## src/rtl/dscan_pkg.sv

```systemverilog
package dscan_pkg;

   typedef enum logic [1:0] {
      MODE_DCV = 2'b00,
      MODE_DCI = 2'b01,
      MODE_OHM = 2'b10,
      MODE_ACV = 2'b11
   } meas_mode_e;

   // scan slot -> digit index (0 = least significant digit)
   function automatic logic [1:0] slot_to_digit(input logic [1:0] slot);
      case (slot)
         2'd0:    return 2'd0;
         2'd1:    return 2'd2;
         2'd2:    return 2'd1;
         default: return 2'd3;
      endcase
   endfunction

   // active-high segments {g,f,e,d,c,b,a}
   function automatic logic [6:0] nibble_to_seg(input logic [3:0] n);
      case (n)
         4'd0:    return 7'h3F;
         4'd1:    return 7'h06;
         4'd2:    return 7'h5B;
         4'd3:    return 7'h4F;
         4'd4:    return 7'h66;
         4'd5:    return 7'h6D;
         4'd6:    return 7'h7D;
         4'd7:    return 7'h07;
         4'd8:    return 7'h7F;
         4'd9:    return 7'h6F;
         default: return 7'h00;
      endcase
   endfunction

endpackage

```

## src/rtl/dscan_timer.sv

```systemverilog
module dscan_timer #(
   parameter int DWELL = 1000,
   parameter int NDIG  = 4,
   localparam int PW   = (NDIG > 1) ? $clog2(NDIG) : 1
) (
   input  logic          clk,
   input  logic          rst_n,
   output logic [PW-1:0] slot
);

   logic tick;

   generate
      if (DWELL == 1) begin : g_no_prescale
         assign tick = 1'b1;
      end else begin : g_prescale
         localparam int CW = $clog2(DWELL);
         logic [CW-1:0] pre_q;

         always_ff @(posedge clk or negedge rst_n) begin
            if (!rst_n) begin
               pre_q <= '0;
            end else if (pre_q == CW'(DWELL - 1)) begin
               pre_q <= '0;
            end else begin
               pre_q <= pre_q + 1'b1;
            end
         end

         assign tick = (pre_q == CW'(DWELL - 1));
      end
   endgenerate

   logic [PW-1:0] slot_q;

   always_ff @(posedge clk or negedge rst_n) begin
      if (!rst_n) begin
         slot_q <= '0;
      end else if (tick) begin
         slot_q <= (slot_q == PW'(NDIG - 1)) ? '0 : slot_q + 1'b1;
      end
   end

   assign slot = slot_q;

endmodule

```

## src/rtl/dscan_capture.sv

```systemverilog
module dscan_capture #(
   parameter int NDIG      = 4,
   parameter int UNDER_LIM = 100,
   parameter int OVER_LIM  = 1999,
   localparam int CNTW     = 4 * NDIG
) (
   input  logic            clk,
   input  logic            rst_n,
   input  logic            load,
   input  logic [CNTW-1:0] count_bcd,
   input  logic            neg_in,
   output logic [CNTW-1:0] cnt_q,
   output logic            neg_q,
   output logic            under_q,
   output logic            over_q,
   output logic            strobe_q
);

   function automatic int decimal_of(input logic [CNTW-1:0] v);
      int acc;
      acc = 0;
      for (int i = NDIG - 1; i >= 0; i--) begin
         acc = acc * 10 + int'(v[4*i +: 4]);
      end
      return acc;
   endfunction

   int value_in;
   assign value_in = decimal_of(count_bcd);

   always_ff @(posedge clk or negedge rst_n) begin
      if (!rst_n) begin
         cnt_q    <= '0;
         neg_q    <= 1'b0;
         under_q  <= 1'b0;
         over_q   <= 1'b0;
         strobe_q <= 1'b0;
      end else begin
         strobe_q <= load;
         if (load) begin
            cnt_q   <= count_bcd;
            neg_q   <= neg_in;
            under_q <= (value_in <= UNDER_LIM);
            over_q  <= (value_in > OVER_LIM);
         end
      end
   end

endmodule

```

## src/rtl/dscan_segdec.sv

```systemverilog
module dscan_segdec (
   input  logic [3:0] nib,
   input  logic       blank,
   output logic [6:0] seg
);
   import dscan_pkg::*;

   assign seg = blank ? 7'h00 : nibble_to_seg(nib);

endmodule

```

## src/rtl/bcd_scan_display.sv

```systemverilog
module bcd_scan_display #(
   parameter int DWELL     = 1000,
   parameter int NDIG      = 4,
   parameter int UNDER_LIM = 100,
   parameter int OVER_LIM  = 1999
) (
   input  logic        clk,
   input  logic        rst_n,
   input  logic        load,
   input  logic [15:0] count_bcd,
   input  logic        neg_in,
   input  logic [1:0]  mode,
   input  logic        zero_phase,
   output logic [3:0]  dig_strobe,
   output logic [3:0]  bcd_out,
   output logic [6:0]  seg,
   output logic        sign_strobe,
   output logic        sign_neg,
   output logic        under_flag,
   output logic        over_flag
);
   import dscan_pkg::*;

   localparam int CNTW = 4 * NDIG;
   localparam int PW   = (NDIG > 1) ? $clog2(NDIG) : 1;

   generate
      if (NDIG != 4) begin : g_bad_ndig
         $error("bcd_scan_display: scan order is defined for four digits only");
      end
      if (DWELL < 1) begin : g_bad_dwell
         $error("bcd_scan_display: DWELL must be at least 1");
      end
      if (UNDER_LIM >= OVER_LIM) begin : g_bad_limits
         $error("bcd_scan_display: UNDER_LIM must be below OVER_LIM");
      end
   endgenerate

   logic [PW-1:0]   slot;
   logic [CNTW-1:0] cnt_q;
   logic            neg_q;
   logic [1:0]      dsel;
   logic [3:0]      mux_term [NDIG];
   logic [3:0]      nib_sel;
   logic            sign_show;

   dscan_timer #(.DWELL(DWELL), .NDIG(NDIG)) u_timer (
      .clk   (clk),
      .rst_n (rst_n),
      .slot  (slot)
   );

   dscan_capture #(.NDIG(NDIG), .UNDER_LIM(UNDER_LIM), .OVER_LIM(OVER_LIM)) u_capture (
      .clk       (clk),
      .rst_n     (rst_n),
      .load      (load),
      .count_bcd (count_bcd),
      .neg_in    (neg_in),
      .cnt_q     (cnt_q),
      .neg_q     (neg_q),
      .under_q   (under_flag),
      .over_q    (over_flag),
      .strobe_q  (sign_strobe)
   );

   assign dsel = slot_to_digit(slot);

   generate
      for (genvar k = 0; k < NDIG; k++) begin : g_digit
         assign dig_strobe[k] = (int'(dsel) == k);
         assign mux_term[k]   = dig_strobe[k] ? cnt_q[4*k +: 4] : 4'h0;
      end
   endgenerate

   always_comb begin
      nib_sel = 4'h0;
      for (int k = 0; k < NDIG; k++) begin
         nib_sel = nib_sel | mux_term[k];
      end
   end

   assign bcd_out = nib_sel;

   dscan_segdec u_segdec (
      .nib   (nib_sel),
      .blank (over_flag & zero_phase),
      .seg   (seg)
   );

   assign sign_show = (meas_mode_e'(mode) == MODE_DCV) || (meas_mode_e'(mode) == MODE_DCI);
   assign sign_neg  = neg_q & sign_show;

endmodule

```

## config.mk

```make
export PLATFORM = sky130hd
export DESIGN_NAME = bcd_scan_display
export DESIGN_NICKNAME = d
export VERILOG_FILES = /design/src/rtl/dscan_pkg.sv /design/src/rtl/dscan_timer.sv /design/src/rtl/dscan_capture.sv /design/src/rtl/dscan_segdec.sv /design/src/rtl/bcd_scan_display.sv
export SDC_FILE = /design/constraint.sdc
export NUM_CORES = 1
export LEC_CHECK = 0
export ABC_AREA = 1
export BUFFER_PORTS_ARGS = -buffer_cell sky130_fd_sc_hd__buf_2
export CAP_MARGIN = 20
export CELL_PAD_IN_SITES_DETAIL_PLACEMENT = 1
export CELL_PAD_IN_SITES_GLOBAL_PLACEMENT = 1
export CORE_MARGIN = 5
export CORE_UTILIZATION = 39
export DETAILED_ROUTE_END_ITERATION = 6
export PLACE_DENSITY = 0.84
export SYNTH_ARGS = -nofsm -noshare
export SYNTH_HDL_FRONTEND = slang
export SYNTH_SLANG_ARGS = --single-unit
export TNS_END_PERCENT = 1
```

## constraint.sdc

```tcl
create_clock -name clk -period 2 [get_ports clk]
set_input_delay 0.2 -clock clk [delete_from_list [all_inputs] [get_ports clk]]
set_output_delay 0.2 -clock clk [all_outputs]
set_load 0.1 [all_outputs]
```

==> results.cfg <==
[outcome]
status = finished, violations left
violations = negative setup slack

[critical_path]
crit_arrival_ns = 5.59
startpoint = count_bcd[12]
rrSetupSlack_ns = 0.35
cp.required_ns = 2.20
cp_slowest_stage_delay_ns = 0.50
path_class = primary input to register
cp-start-kind = primary input
r2r_cells = 9
regToRegEndpoint = u_timer.g_prescale.pre_q[9]
crit_end = u_capture.over_q
worstReg2RegStart = u_timer.g_prescale.pre_q[2]
crit_path_end_kind = register
slowest_stage = fa_2
cp_max_fo = 5

[timing]
tightest_slew_ns = 0.837
drv_slew = 0
maxSlewHeadroom = 0.442
fin_crit_ns = 5.39
hold_violations = 0
setup_viol = 12
setup_ws_ns = -3.39
max_freq_mhz = 185
rsz0062_at_grt = yes
clock_skew_ns = 0.00914
hold_ws_ns = 0.113
tns_ns = -11.90
fin_crit_sh = 2.70

[hold_path]
worstHoldPathType = primary input to register

[yosys]
yosysWarnings = 0
netlist_instances = 613
synth.distinct_cells = 34
synth_area_leaders = dfrtp_1, ha_1, nand2_1
synth_commonest_cells = nand2_1, inv_1, ha_1
syn-cell-area_um2 = 4140
synth_edf_count = 0
yosys.area.top_type = dfrtp_1
ys_seq_area_frac = 0.193
yosysMostFrequentCell = nand2_1
syn_nets = 703
synth_top_area_share = 0.193
yosys_most_used_dff = dfrtp_1
avgSynthCellArea_um2 = 6.76
async_reset_ff_frac = 1.00
ys_ff_latch = 32

[layout]
final_layout_size_suffix_gt1_frac = 0.442
diodes = 0
fin_cells = 909
syn_to_final_growth_pct = 57.8
fin_nets = 862

[drt]
wl_per_cell_um = 24.1
ant_nets = 0
vias = 5227
wl_um = 21900
drc = 0
drt-initial-drc-count = 274
via_per_inst = 5.75
dr.pass1.iters = 5

[place]
io_buffers = 40
placed_cells = 889
globalplace.congestion = 0.838
hpwl_um = 11900
pre_cts_ws_ns = -3.79

[global_route]
grt_pass1_vias = 5755
track_usage = 0.283
grt_max_degree = 33
grt-ovfl-total = 0
grt_pass1_wl_um = 28700
antenna_found_initial = 0

[clock_tree]
cts.sinks = 32
tritoncts = done
clk_latency_ns = 0.31
path_clk_slew_ns = 0.08
htree_levels = 2
root_buffer = clkbuf_8
ctsLongestPathBuffers = 2
cts-buffers-inserted = 5

[floorplanning]
dieArea_um2 = 12800
die_w_um = 113
chipHeight_um = 113
coreArea_um2 = 10300
initial_core_util = 0.401
boundaryPins = 42
row_count = 37

[flow_run]
maxCapViolCount = 0
==> final cells by class <==
type                            instances  area, um2
Sequential cell                        32        801
Clock inverter                          2       35.0
Inverter                              116        435
Timing Repair Buffer                  156       1270
Tap cell                              136        170
Multi-Input combinational cell        461       3750
Fill cell                            1261       3790
Clock buffer                            6       72.6
==> critical path, delay by kind of cell <==
kind,cells,cell delay [ns]
simple gates,18,2.06
fa+ha+maj,7,2.32
xor+xnor,1,0.24
buf+inv,6,0.78
==> sequential cells by signal, summed over array words and instances (netlist names) <==
| signal | cells |
|---|---|
| u_capture.cnt_q | 16 |
| u_capture.neg_q | 1 |
| u_capture.over_q | 1 |
| u_capture.strobe_q | 1 |
| u_capture.under_q | 1 |
| u_timer.g_prescale.pre_q | 10 |
| u_timer.slot | 2 |
==> cells in the final DEF (no fill, tap or decap), types with 3 or more instances in the layout <==
cell	instances
nand2_1	124
buf_4	110
inv_1	98
nand2_2	37
ha_1	33
dfrtp_1	32
buf_2	27
nor2_1	26
o21ai_0	25
nand3_1	25
ha_4	25
nor2_2	20
inv_2	18
a21oi_1	12
nand4_1	12
nor2_4	11
buf_12	11
a21oi_2	10
xor2_1	10
nand3_2	9
nand2_4	7
nor3_1	6
buf_6	6
xnor2_1	5
clkbuf_8	5
o22ai_2	4
xor2_2	4
nand3b_1	4
fa_1	4
or2_2	3
o21ai_2	3
and3_1	3
nand3_4	3
ha_2	3
==> worst min path at each step <==
stage | from | to | slack (ns) | cells past startpoint
final | neg_in | u_capture.neg_q | 0.11 | 3
after global routing | neg_in | u_capture.neg_q | 0.14 | 3
after CTS | neg_in | u_capture.neg_q | 0.12 | 3
after detailed placement | rst_n | u_timer.g_prescale.pre_q[6] | 0.30 | 1
after global placement | rst_n | u_timer.g_prescale.pre_q[9] | 0.29 | 1
after floorplan | rst_n | u_capture.cnt_q[0] | -0.1 | 0
==> per-layer routing <==
| layer | part of all wire | up-vias | GRT usage |
|---|---|---|---|
| li1 | - | 2260 | - |
| met1 | 0.34 | 2539 | 0.270 |
| met2 | 0.52 | 269 | 0.561 |
| met3 | 0.050 | 159 | 0.0535 |
| met4 | 0.093 | 0 | 0.152 |
| met5 | 0 | - | 0 |
==> through the flow <==
step                utilization  area (um2)
floorplan                     -        4350
global placement          0.547        5650
detailed placement        0.547        5650
CTS                       0.588        6070
global route              0.633        6540
finish                    0.633        6540
==> what timing repair did <==
item,in CTS,in global routing
endpoints found under the setup margin,13,13
endpoints found under the hold margin,31,0
hold buffers,1,0
gates resized for setup,65,88
setup buffers,4,7
pin swaps,36,56
==> cell families after synthesis <==
group / count (synthesis) / synth area share
adders and majority gates: 67 / 0.213
DFF: 32 / 0.193
other: 1 / 0.000905
AOI/OAI and AO/OA: 70 / 0.0915
and+or+nand+nor: 300 / 0.343
xor gates and xnor gates: 23 / 0.0486
buffers and inverters: 120 / 0.110
Power is not shown: default switching activity piles up to over one toggle a cycle in this logic, so the estimate is an artifact.
